==> config.mk <==
export PLATFORM = sky130hd
export DESIGN_NAME = pci_irq_router
export DESIGN_NICKNAME = d
export VERILOG_FILES = /design/src/rtl/pci_irq_router_pkg.sv /design/src/rtl/pci_irq_swizzle.sv /design/src/rtl/pci_irq_cfg_sel.sv /design/src/rtl/pci_irq_line_drv.sv /design/src/rtl/pci_irq_router.sv
export SDC_FILE = /design/constraint.sdc
export NUM_CORES = 1
export LEC_CHECK = 0
export BUFFER_PORTS_ARGS = -buffer_cell sky130_fd_sc_hd__buf_2
export CORE_ASPECT_RATIO = 0.8
export CORE_MARGIN = 2
export CORE_UTILIZATION = 40
export CTS_CLUSTER_SIZE = 8
export DETAILED_ROUTE_END_ITERATION = 12
export PLACE_DENSITY = 0.75
export SYNTH_ARGS = -nofsm -noshare
export SYNTH_HDL_FRONTEND = slang
export SYNTH_SLANG_ARGS = --single-unit
==> constraint.sdc <==
create_clock -name clk_i -period 1.5 [get_ports clk_i]
set_input_delay 0.45 -clock clk_i [delete_from_list [all_inputs] [get_ports clk_i]]
set_output_delay 0.45 -clock clk_i [all_outputs]
set_load 0.01 [all_outputs]
==> src/rtl/pci_irq_router_pkg.sv <==
package pci_irq_router_pkg;
  localparam int IRQ_BASE   = 32;
  localparam int NUM_W      = 7;
  localparam int PIN_W      = 2;
  localparam int SLOT_SB    = 5;   // south-bridge slot: four pins kept apart
  localparam int SLOT_VGA   = 6;
  localparam int SLOT_NIC   = 7;
  localparam int SLOT_X_LO  = 8;   // expansion slots, rotated by pin
  localparam int SLOT_X_HI  = 12;
  localparam int IDX_VGA    = 4;
  localparam int IDX_NIC    = 5;
  localparam int IDX_X_OFS  = 6;

  typedef struct packed {
    logic [NUM_W-1:0] num;
  } irq_num_t;

  typedef struct packed {
    logic valid;
    logic edge_mode;
    logic pol;
  } irq_sel_t;
endpackage

==> src/rtl/pci_irq_swizzle.sv <==
module pci_irq_swizzle
  import pci_irq_router_pkg::*;
#(
  parameter int SLOT_W = 5
) (
  input  logic [SLOT_W-1:0] slot_i,
  input  logic [PIN_W-1:0]  pin_i,
  output irq_num_t          num_o
);
  int s, p;

  always_comb begin
    s = int'(slot_i);
    p = int'(pin_i);
    if (s == SLOT_SB)
      num_o.num = NUM_W'(IRQ_BASE + p);
    else if (s == SLOT_VGA)
      num_o.num = NUM_W'(IRQ_BASE + IDX_VGA);
    else if (s == SLOT_NIC)
      num_o.num = NUM_W'(IRQ_BASE + IDX_NIC);
    else if (s >= SLOT_X_LO && s <= SLOT_X_HI)
      num_o.num = NUM_W'(IRQ_BASE + IDX_X_OFS + (s - SLOT_X_LO) + p);
    else
      num_o.num = NUM_W'(p);  // untranslated
  end
endmodule

==> src/rtl/pci_irq_cfg_sel.sv <==
module pci_irq_cfg_sel
  import pci_irq_router_pkg::*;
#(
  parameter int NUM_SRC = 32
) (
  input  irq_num_t           num_i,
  input  logic [NUM_SRC-1:0] edge_cfg_i,
  input  logic [NUM_SRC-1:0] pol_cfg_i,
  output irq_sel_t           sel_o
);
  localparam int IDX_W = (NUM_SRC > 1) ? $clog2(NUM_SRC) : 1;

  int idx;
  logic in_rng;
  logic [IDX_W-1:0] bit_idx;

  always_comb begin
    idx     = int'(num_i.num) - IRQ_BASE;
    in_rng  = (idx >= 0) && (idx < NUM_SRC);
    bit_idx = in_rng ? IDX_W'(idx) : '0;
    sel_o.valid     = in_rng;
    sel_o.edge_mode = in_rng & edge_cfg_i[bit_idx];
    sel_o.pol       = in_rng & pol_cfg_i[bit_idx];
  end
endmodule

==> src/rtl/pci_irq_line_drv.sv <==
module pci_irq_line_drv
  import pci_irq_router_pkg::*;
(
  input  logic     clk_i,
  input  logic     rst_ni,
  input  logic     ev_i,
  input  logic     level_i,
  input  irq_sel_t sel_i,
  output logic     irq_o
);
  logic irq_q, pulse_q;

  always_ff @(posedge clk_i or negedge rst_ni) begin
    if (!rst_ni) begin
      irq_q   <= 1'b0;
      pulse_q <= 1'b0;
    end else if (ev_i) begin
      if (!sel_i.valid) begin
        irq_q   <= 1'b0;
        pulse_q <= 1'b0;
      end else if (sel_i.edge_mode) begin
        irq_q   <= 1'b1;
        pulse_q <= 1'b1;
      end else begin
        irq_q   <= sel_i.pol;
        pulse_q <= 1'b0;
      end
    end else if (pulse_q) begin
      irq_q   <= 1'b0;
      pulse_q <= 1'b0;
    end
  end

  assign irq_o = irq_q;

  a_r6_pulse_rises: assert property (@(posedge clk_i) disable iff (!rst_ni)
    (ev_i && sel_i.valid && sel_i.edge_mode) |=> irq_o);
  a_r6_pulse_ends: assert property (@(posedge clk_i) disable iff (!rst_ni)
    (pulse_q && !ev_i) |=> !irq_o);
  a_r7_level_follows_pol: assert property (@(posedge clk_i) disable iff (!rst_ni)
    (ev_i && sel_i.valid && !sel_i.edge_mode) |=> (irq_o == $past(sel_i.pol)));
  a_r8_level_ignored: assert property (@(posedge clk_i) disable iff (!rst_ni)
    (ev_i && sel_i.valid && !sel_i.edge_mode && (level_i != sel_i.pol))
      |=> (irq_o != $past(level_i)));
  a_r5_invalid_low: assert property (@(posedge clk_i) disable iff (!rst_ni)
    (ev_i && !sel_i.valid) |=> !irq_o);
  a_r9_hold: assert property (@(posedge clk_i) disable iff (!rst_ni)
    (!ev_i && !pulse_q) |=> $stable(irq_o));
endmodule

==> src/rtl/pci_irq_router.sv <==
module pci_irq_router
  import pci_irq_router_pkg::*;
#(
  parameter int SLOT_W  = 5,
  parameter int NUM_SRC = 32
) (
  input  logic               clk_i,
  input  logic               rst_ni,
  input  logic               ev_i,
  input  logic [SLOT_W-1:0]  slot_i,
  input  logic [PIN_W-1:0]   pin_i,
  input  logic               level_i,
  input  logic [NUM_SRC-1:0] edge_cfg_i,
  input  logic [NUM_SRC-1:0] pol_cfg_i,
  output logic               irq_o
);
  irq_num_t num;
  irq_sel_t sel;

  pci_irq_swizzle #(.SLOT_W(SLOT_W)) u_swizzle (
    .slot_i (slot_i),
    .pin_i  (pin_i),
    .num_o  (num)
  );

  pci_irq_cfg_sel #(.NUM_SRC(NUM_SRC)) u_cfg_sel (
    .num_i      (num),
    .edge_cfg_i (edge_cfg_i),
    .pol_cfg_i  (pol_cfg_i),
    .sel_o      (sel)
  );

  pci_irq_line_drv u_drv (
    .clk_i   (clk_i),
    .rst_ni  (rst_ni),
    .ev_i    (ev_i),
    .level_i (level_i),
    .sel_i   (sel),
    .irq_o   (irq_o)
  );

  a_r2_sb_map: assert property (@(posedge clk_i) disable iff (!rst_ni)
    (int'(slot_i) == SLOT_SB) |-> (int'(num.num) == IRQ_BASE + int'(pin_i)));
  a_r3_fixed_map: assert property (@(posedge clk_i) disable iff (!rst_ni)
    (int'(slot_i) == SLOT_VGA || int'(slot_i) == SLOT_NIC)
      |-> (int'(num.num) == IRQ_BASE + int'(slot_i) - 2));
  a_r4_exp_map: assert property (@(posedge clk_i) disable iff (!rst_ni)
    (int'(slot_i) >= SLOT_X_LO && int'(slot_i) <= SLOT_X_HI)
      |-> (int'(num.num) == IRQ_BASE + int'(slot_i) - 2 + int'(pin_i)));
  a_r5_pass_through: assert property (@(posedge clk_i) disable iff (!rst_ni)
    (int'(slot_i) < SLOT_SB || int'(slot_i) > SLOT_X_HI) |-> !sel.valid);
endmodule

Yosys cells after proc, flatten, opt, wreduce, memory -nomap -nowiden

Index checks and enable logic that the tools add are counted.

Output and inout port bits: 1
RAM bits: 0
Word-level logic and storage cells: 36
Register bits after elaboration: 2
Memories kept: 0
Latch bits: 0
Bits in read-only memories: 0
Input bits: 75

Reductions and logical operators: 3
Shift operators: 0
Multipliers: 0
Bitwise logic cells: 2
Eq/ne operators: 3
$lt $le $gt $ge: 5
Div/mod/pow operators: 0
Mux-type cells: 16
Add/subtract/negate cells: 5

Operator list:

| cell                                                               | number |
|---|---|
| greater-or-equal comparator 32 x 1 -> 1 bit, second input constant | 1 |
| less-than comparator 32 x 7 -> 1 bit, second input constant        | 1 |
| two-way mux 7 bit                                                  | 4 |
| equality test 5 x 4 -> 1 bit, second input constant                | 3 |
| binary-select mux 1 bit (select 5 bit)                             | 2 |
| two-way mux 1 bit                                                  | 9 |
| subtractor 7 x 6 -> 8 bit, second input constant                   | 1 |
| adder 6 x 2 -> 7 bit, first input constant                         | 1 |
| adder 7 x 3 -> 7 bit                                               | 1 |
| adder 7 bit, first input constant                                  | 1 |
| less-than comparator 5 x 6 -> 1 bit, second input constant         | 1 |
| subtractor 5 x 4 -> 6 bit, second input constant                   | 1 |
| greater-or-equal comparator 5 x 4 -> 1 bit, second input constant  | 1 |
| less-or-equal comparator 5 x 4 -> 1 bit, second input constant     | 1 |
| two-way mux 5 bit                                                  | 1 |
| AND 1 bit                                                          | 2 |
| logical AND 1 bit                                                  | 2 |
| nonzero test 2 bit                                                 | 1 |

Longest topological paths before layout

Depth in word-level cells: 17
Gate-level depth with buffers: 22

Hierarchy

From an unflattened synthesis, not the netlist that was laid out.

Cell total of the unflattened synthesis: 150
Area, all modules: 1172.4 sq um

By module, submodules not included:

| module           | cells an instance | times used | seq. area each (sq um) | area an instance (sq um) |
|---|---|---|---|---|
| pci_irq_cfg_sel  | 101               | 1          | 0.0                    | 745.7 |
| pci_irq_swizzle  | 43                | 1          | 0.0                    | 346.6 |
| pci_irq_line_drv | 6                 | 1          | 50.0                   | 80.1 |

Worst setup path after synthesis

Ideal clock, no wire load.

Kind: input -> register
Start point: in slot_i[1]
End point: reg u_drv.irq_q, in the netlist u_drv.irq_o
Slack: -2.167 ns
Path buffers: 3
Library setup time: 0.104 ns
Stages on the path: 22
Data required time: 1.396 ns
Data arrival time: 3.563 ns
Path through: inv_1 ha_1 inv_1 ha_1 inv_1 fa_1 nor2b_1 o21bai_1 xor2_1 a21oi_1 inv_1 ha_1 nor2b_1 clkbuf_1 nand3_1 buf_6 buf_2 nand2_1 nand3_1 o211ai_1 and3_2 o311ai_1

Word-level cells in the longest chain between the ends: 17
Elaborated cells between the ends (all ways): 27
Classes of those cells: add/sub (4); order compare (4); eq/ne (3); mux (12); bitwise (2); reduce/logical (2)

RTL lines:

| what                                                                                                       | line                                         | text |
|---|---|---|
| start: declaration                                                                                         | pci_irq_router.sv:10                         | `input logic [SLOT_W-1:0] slot_i,` |
| subtractor 5 x 4 -> 6 bit                                                                                  | pci_irq_swizzle.sv:22                        | `num_o.num = NUM_W'(IRQ_BASE + IDX_X_OFS + (s - SLOT_X_LO) + p);` |
| adder 7 bit                                                                                                | pci_irq_swizzle.sv:22                        |  |
| adder 7 x 3 -> 7 bit                                                                                       | pci_irq_swizzle.sv:22                        |  |
| two-way mux 7 bit                                                                                          | pci_irq_swizzle.sv:21                        | `else if (s >= SLOT_X_LO && s <= SLOT_X_HI)` |
| two-way mux 7 bit                                                                                          | pci_irq_swizzle.sv:19                        | `else if (s == SLOT_NIC)` |
| two-way mux 7 bit                                                                                          | pci_irq_swizzle.sv:17                        | `else if (s == SLOT_VGA)` |
| two-way mux 7 bit (*)                                                                                      | pci_irq_swizzle.sv:15                        | `if (s == SLOT_SB)` |
| subtractor 7 x 6 -> 8 bit (*)                                                                              | pci_irq_cfg_sel.sv:18                        | `idx = int'(num_i.num) - IRQ_BASE;` |
| greater-or-equal comparator 32 x 1 -> 1 bit / less-than comparator 32 x 7 -> 1 bit (equally long branches) | pci_irq_cfg_sel.sv:19                        | `in_rng = (idx >= 0) && (idx < NUM_SRC);` |
| logical AND 1 bit                                                                                          | pci_irq_cfg_sel.sv:19                        |  |
| two-way mux 5 bit                                                                                          | pci_irq_cfg_sel.sv:20                        | `bit_idx = in_rng ? IDX_W'(idx) : '0;` |
| binary-select mux 1 bit (select 5 bit), on equally long branches                                           | pci_irq_cfg_sel.sv:23, pci_irq_cfg_sel.sv:22 |  |
| two-way mux 1 bit, on equally long branches                                                                | pci_irq_cfg_sel.sv:23, pci_irq_cfg_sel.sv:22 |  |
| AND 1 bit, on equally long branches                                                                        | pci_irq_cfg_sel.sv:23, pci_irq_cfg_sel.sv:22 |  |
| two-way mux 1 bit                                                                                          | pci_irq_line_drv.sv:21                       | `end else if (sel_i.edge_mode) begin` |
| two-way mux 1 bit (*)                                                                                      | pci_irq_line_drv.sv:18                       | `if (!sel_i.valid) begin` |
| two-way mux 1 bit (*)                                                                                      | pci_irq_line_drv.sv:17                       | `end else if (ev_i) begin` |
| end signal: assignment                                                                                     | pci_irq_line_drv.sv:25                       | `irq_q <= sel_i.pol;` |
| end: declaration                                                                                           | pci_irq_line_drv.sv:11                       | `logic irq_q, pulse_q;` |

Every way passes the cells marked *; elsewhere a longest branch is shown, timed or not. The select of a mux whose other input is x is not followed.
A chain may end at the register's enable or synchronous reset.

Final worst setup path

Start point: in pin_i[1]
End point: reg u_drv.irq_q, in the netlist u_drv.irq_o

Word-level cells in the longest chain between the ends: 15
Elaborated cells between the ends (all ways): 20
Classes of those cells: add/sub (3); order compare (2); mux (12); bitwise (2); reduce/logical (1)

RTL lines:

| what                                                                                                       | line                                         | text |
|---|---|---|
| start: declaration                                                                                         | pci_irq_router.sv:11                         | `input logic [PIN_W-1:0] pin_i,` |
| adder 7 x 3 -> 7 bit                                                                                       | pci_irq_swizzle.sv:22                        |  |
| two-way mux 7 bit                                                                                          | pci_irq_swizzle.sv:21                        |  |
| two-way mux 7 bit                                                                                          | pci_irq_swizzle.sv:19                        |  |
| two-way mux 7 bit                                                                                          | pci_irq_swizzle.sv:17                        |  |
| two-way mux 7 bit (*)                                                                                      | pci_irq_swizzle.sv:15                        |  |
| subtractor 7 x 6 -> 8 bit (*)                                                                              | pci_irq_cfg_sel.sv:18                        |  |
| greater-or-equal comparator 32 x 1 -> 1 bit / less-than comparator 32 x 7 -> 1 bit (equally long branches) | pci_irq_cfg_sel.sv:19                        |  |
| logical AND 1 bit                                                                                          | pci_irq_cfg_sel.sv:19                        |  |
| two-way mux 5 bit                                                                                          | pci_irq_cfg_sel.sv:20                        |  |
| binary-select mux 1 bit (select 5 bit), on equally long branches                                           | pci_irq_cfg_sel.sv:23, pci_irq_cfg_sel.sv:22 |  |
| two-way mux 1 bit, on equally long branches                                                                | pci_irq_cfg_sel.sv:23, pci_irq_cfg_sel.sv:22 |  |
| AND 1 bit, on equally long branches                                                                        | pci_irq_cfg_sel.sv:23, pci_irq_cfg_sel.sv:22 |  |
| two-way mux 1 bit                                                                                          | pci_irq_line_drv.sv:21                       |  |
| two-way mux 1 bit (*)                                                                                      | pci_irq_line_drv.sv:18                       |  |
| two-way mux 1 bit (*)                                                                                      | pci_irq_line_drv.sv:17                       |  |

Marks and branches as above.

==> impl_metrics.yaml <==
sta:
  timing.final.ws_setup_ps: -1920
  setup_viol: 2
  fin_crit_ps: 3420
  rsz0062_at_grt: "yes"
  max-slew-margin-rel_pct: 70.8
  finalCritPeriodShare_pct: 228
  setup_tns_ps: -3690
  slew_viol_final: 0
  fin_skew_ps: 1.83
  hold_violations: 0
  fmaxAchievable_mhz: 293
  tightest_slew_ps: 435
logic_synthesis:
  synthFlopType: "dfrtp_1"
  synthArstFlopShare_pct: 100
  ys_seq_area_share_pct: 4.02
  synth_top_area_share_pct: 12.0
  synthDistinctLibCells: 54
  yosys.area.top_type: "ha_1"
  post_synth.cell_area_avg_um2: 7.51
  ys_ff_latch: 2
  syn-instance-count: 166
  syn_area_mm2: 0.00125
  syn-num-nets: 254
  synth_edf_count: 0
  ys_warn_count: 0
  yosys-top-cells-area: "ha_1 (12%), mux2i_1 (10%), mux2_2 (6.3%)"
critical_path:
  cp-start-kind: "input port"
  required_ps: 1570
  worstSetupPathType: "in -> reg"
  critPathMaxFanout: 4
  crit_path_start: "pin_i[1]"
  reg2reg_from: "u_drv.irq_o$_DFFE_PN0P_"
  cp-end-kind: "flip-flop"
  arrival_ps: 3490
floorplan:
  rows: 18
  die_h_um: 53.9
  start_util_pct: 41.0
  die_w_um: 66.4
  num_io_pins: 76
  coreArea_mm2: 0.00304
  die-area_mm2: 0.00358
flow_run:
  maxCapViolCount: 0
worst_hold_path:
  min_path_type: "in -> async"
cells_and_area:
  ff_latch_area_um2: 50.0
  drive_above_1_share_pct: 62.1
  final_cell_mix: "buf_2 (72), buf_4 (56), nand2_1 (17), nor2_1 (13), mux2i_1 (13)"
  fin_nets: 383
  fin_util_pct: 74.4
  fillCellCount: 233
  area_growth_syn_to_layout_pct: 81.6
  multiInputGateArea_mm2: 0.00124
  antenna_cells: 0
  final_area_mm2: 0.00226
  layoutNonFillerInstCount: 333
  final_common_cell: "buf_2"
grt:
  overflow: 0
  grt_max_degree: 11
  first_global_vias: 1619
  grt_usage_pct: 25.5
  grt_pass1_wl_mm: 6.91
  antenna_found_initial: 0
clock_network:
  clkLatencyLatePin_ps: 210
  h-tree-depth: 1
  clkTransAtPathRegs_ps: 30
  numCtsBuffers: 3
  cts_sinks: 2
  cts_tree: "done"
  clock_tree.root_cell: "clkbuf_8"
  clockBufferDepth: 2
place:
  dpl.cell_count: 326
  dpl-instance-area_mm2: 0.00208
  place_hpwl_mm: 3.63
  io_buffer_count: 74
  globalplace.congestion: 0.979
power:
  power.density_mw_per_mm2: 440
  power_leakage_nw: 1.20
  ir_drop_mv: 0.781
routing:
  first_pass_iters: 4
  route.detailed.drc: 0
  drt-total-wl_mm: 4.86
  drtAntennaViolNets: 0
  routedWlPerCell_um: 14.6
  viasPerCell: 5.40
  vias: 1797
  drtIter0Drc: 100
run_status:
  violations: "negative setup slack"
  outcome: "finished with violations"
repair_timing:
item,in CTS,in global routing
hold buffers,0,0
pin swaps,11,2
setup buffers,3,1
gates resized for setup,19,7
setup endpoints to repair,2,2
synthesized netlist by cell type (2+ instances only):
library cell	count
a2111oi_0	3
a211oi_1	6
a21o_1	2
a21oi_1	3
a31oi_1	2
and3_2	4
buf_2	4
buf_6	2
dfrtp_1	2
ha_1	12
inv_1	11
mux2_2	7
mux2i_1	13
nand2_1	20
nand2b_1	2
nand3_1	8
nand4_1	3
nor2_1	13
nor2b_1	3
nor3_1	2
nor4_1	2
o211ai_1	2
o21ai_0	5
o221ai_1	2
o31a_2	2
or2_2	2
xnor2_1	2
flip-flops by register name, indices dropped and copies added (netlist names):
signal,cells
u_drv.irq_o,1
u_drv.pulse_q,1
cell type report:
type,count,share of cell area (%)
clock buffers,3,1.82
inverters,11,2.49
multi-input cells,146,54.9
flip-flops and latches,2,2.21
well taps,40,2.21
repair buffers,131,36.4
report_power, final:
| group | leakage, nW | switching [mW] | internal, mW |
|---|---|---|---|
| logic | 1.15 | 0.330 | 0.388 |
| registers | 0.0275 | 0.00137 | 0.0582 |
| clock network | 0.0216 | 0.0477 | 0.170 |
metrics by stage:
stage,worst slack [ps],hold WS (ps),total power [mW]
6_report,-1920,14.1,0.995
5_1_grt,-2090,5.80,1.07
3_3_place_gp,-2350,238,0.688
3_5_place_dp,-2430,237,0.702
4_1_cts,-1830,10.3,0.968
2_1_floorplan,-1970,154,0.403
kinds of logic (layout without fill, tap and decap cells):
family                   Yosys count  in the layout  synth area share [%]
AO/OA/AOI/OAI                     41             41                  24.9
XOR/XNOR                           3              3                  2.11
adder cells (fa/ha/maj)           13             13                  13.7
buffers and inverters             18            145                  7.03
flip-flops                         2              2                  4.02
multiplexers                      22             22                  19.5
AND/OR/NAND/NOR                   67             67                  28.8
worst paths after layout:
path / endpoint / slack, ps / cells past startpoint
max reg2reg: u_drv.irq_o$_DFFE_PN0P_ / 270 / 4
min reg2reg: u_drv.irq_o$_DFFE_PN0P_ / 740 / 5
max: u_drv.irq_o$_DFFE_PN0P_ / -1920 / 20
min in group clk_i: u_drv.pulse_q$_DFF_PN0_ / 700 / 5
min: u_drv.pulse_q$_DFF_PN0_ / 10 / 1
max in group asynchronous: u_drv.irq_o$_DFFE_PN0P_ / 1390 / 1
routing by layer:
layer	wire (µm)	global-route usage, %	vias to the layer above
li1	-	-	883
met1	2020	32.3	806
met2	2340	43.2	94
met3	361	3.56	14
met4	130	11.9	0
met5	0	0	-
worst max-delay path, stage by stage:
cell and delay [ps]:
buf_12 110, inv_12 40, ha_4 190, inv_2 60, ha_4 130, inv_2 30
fa_2 340, nor2b_1 120, o21bai_1 80, xor2_1 160, a21oi_2 200, ha_2 240
buf_4 120, nand2b_1 210, nor2_1 130, nand2_4 100, o22ai_2 60, o21a_1 200
o41ai_2 410, o311ai_1 130
Power figures use the tool's default switching activity.
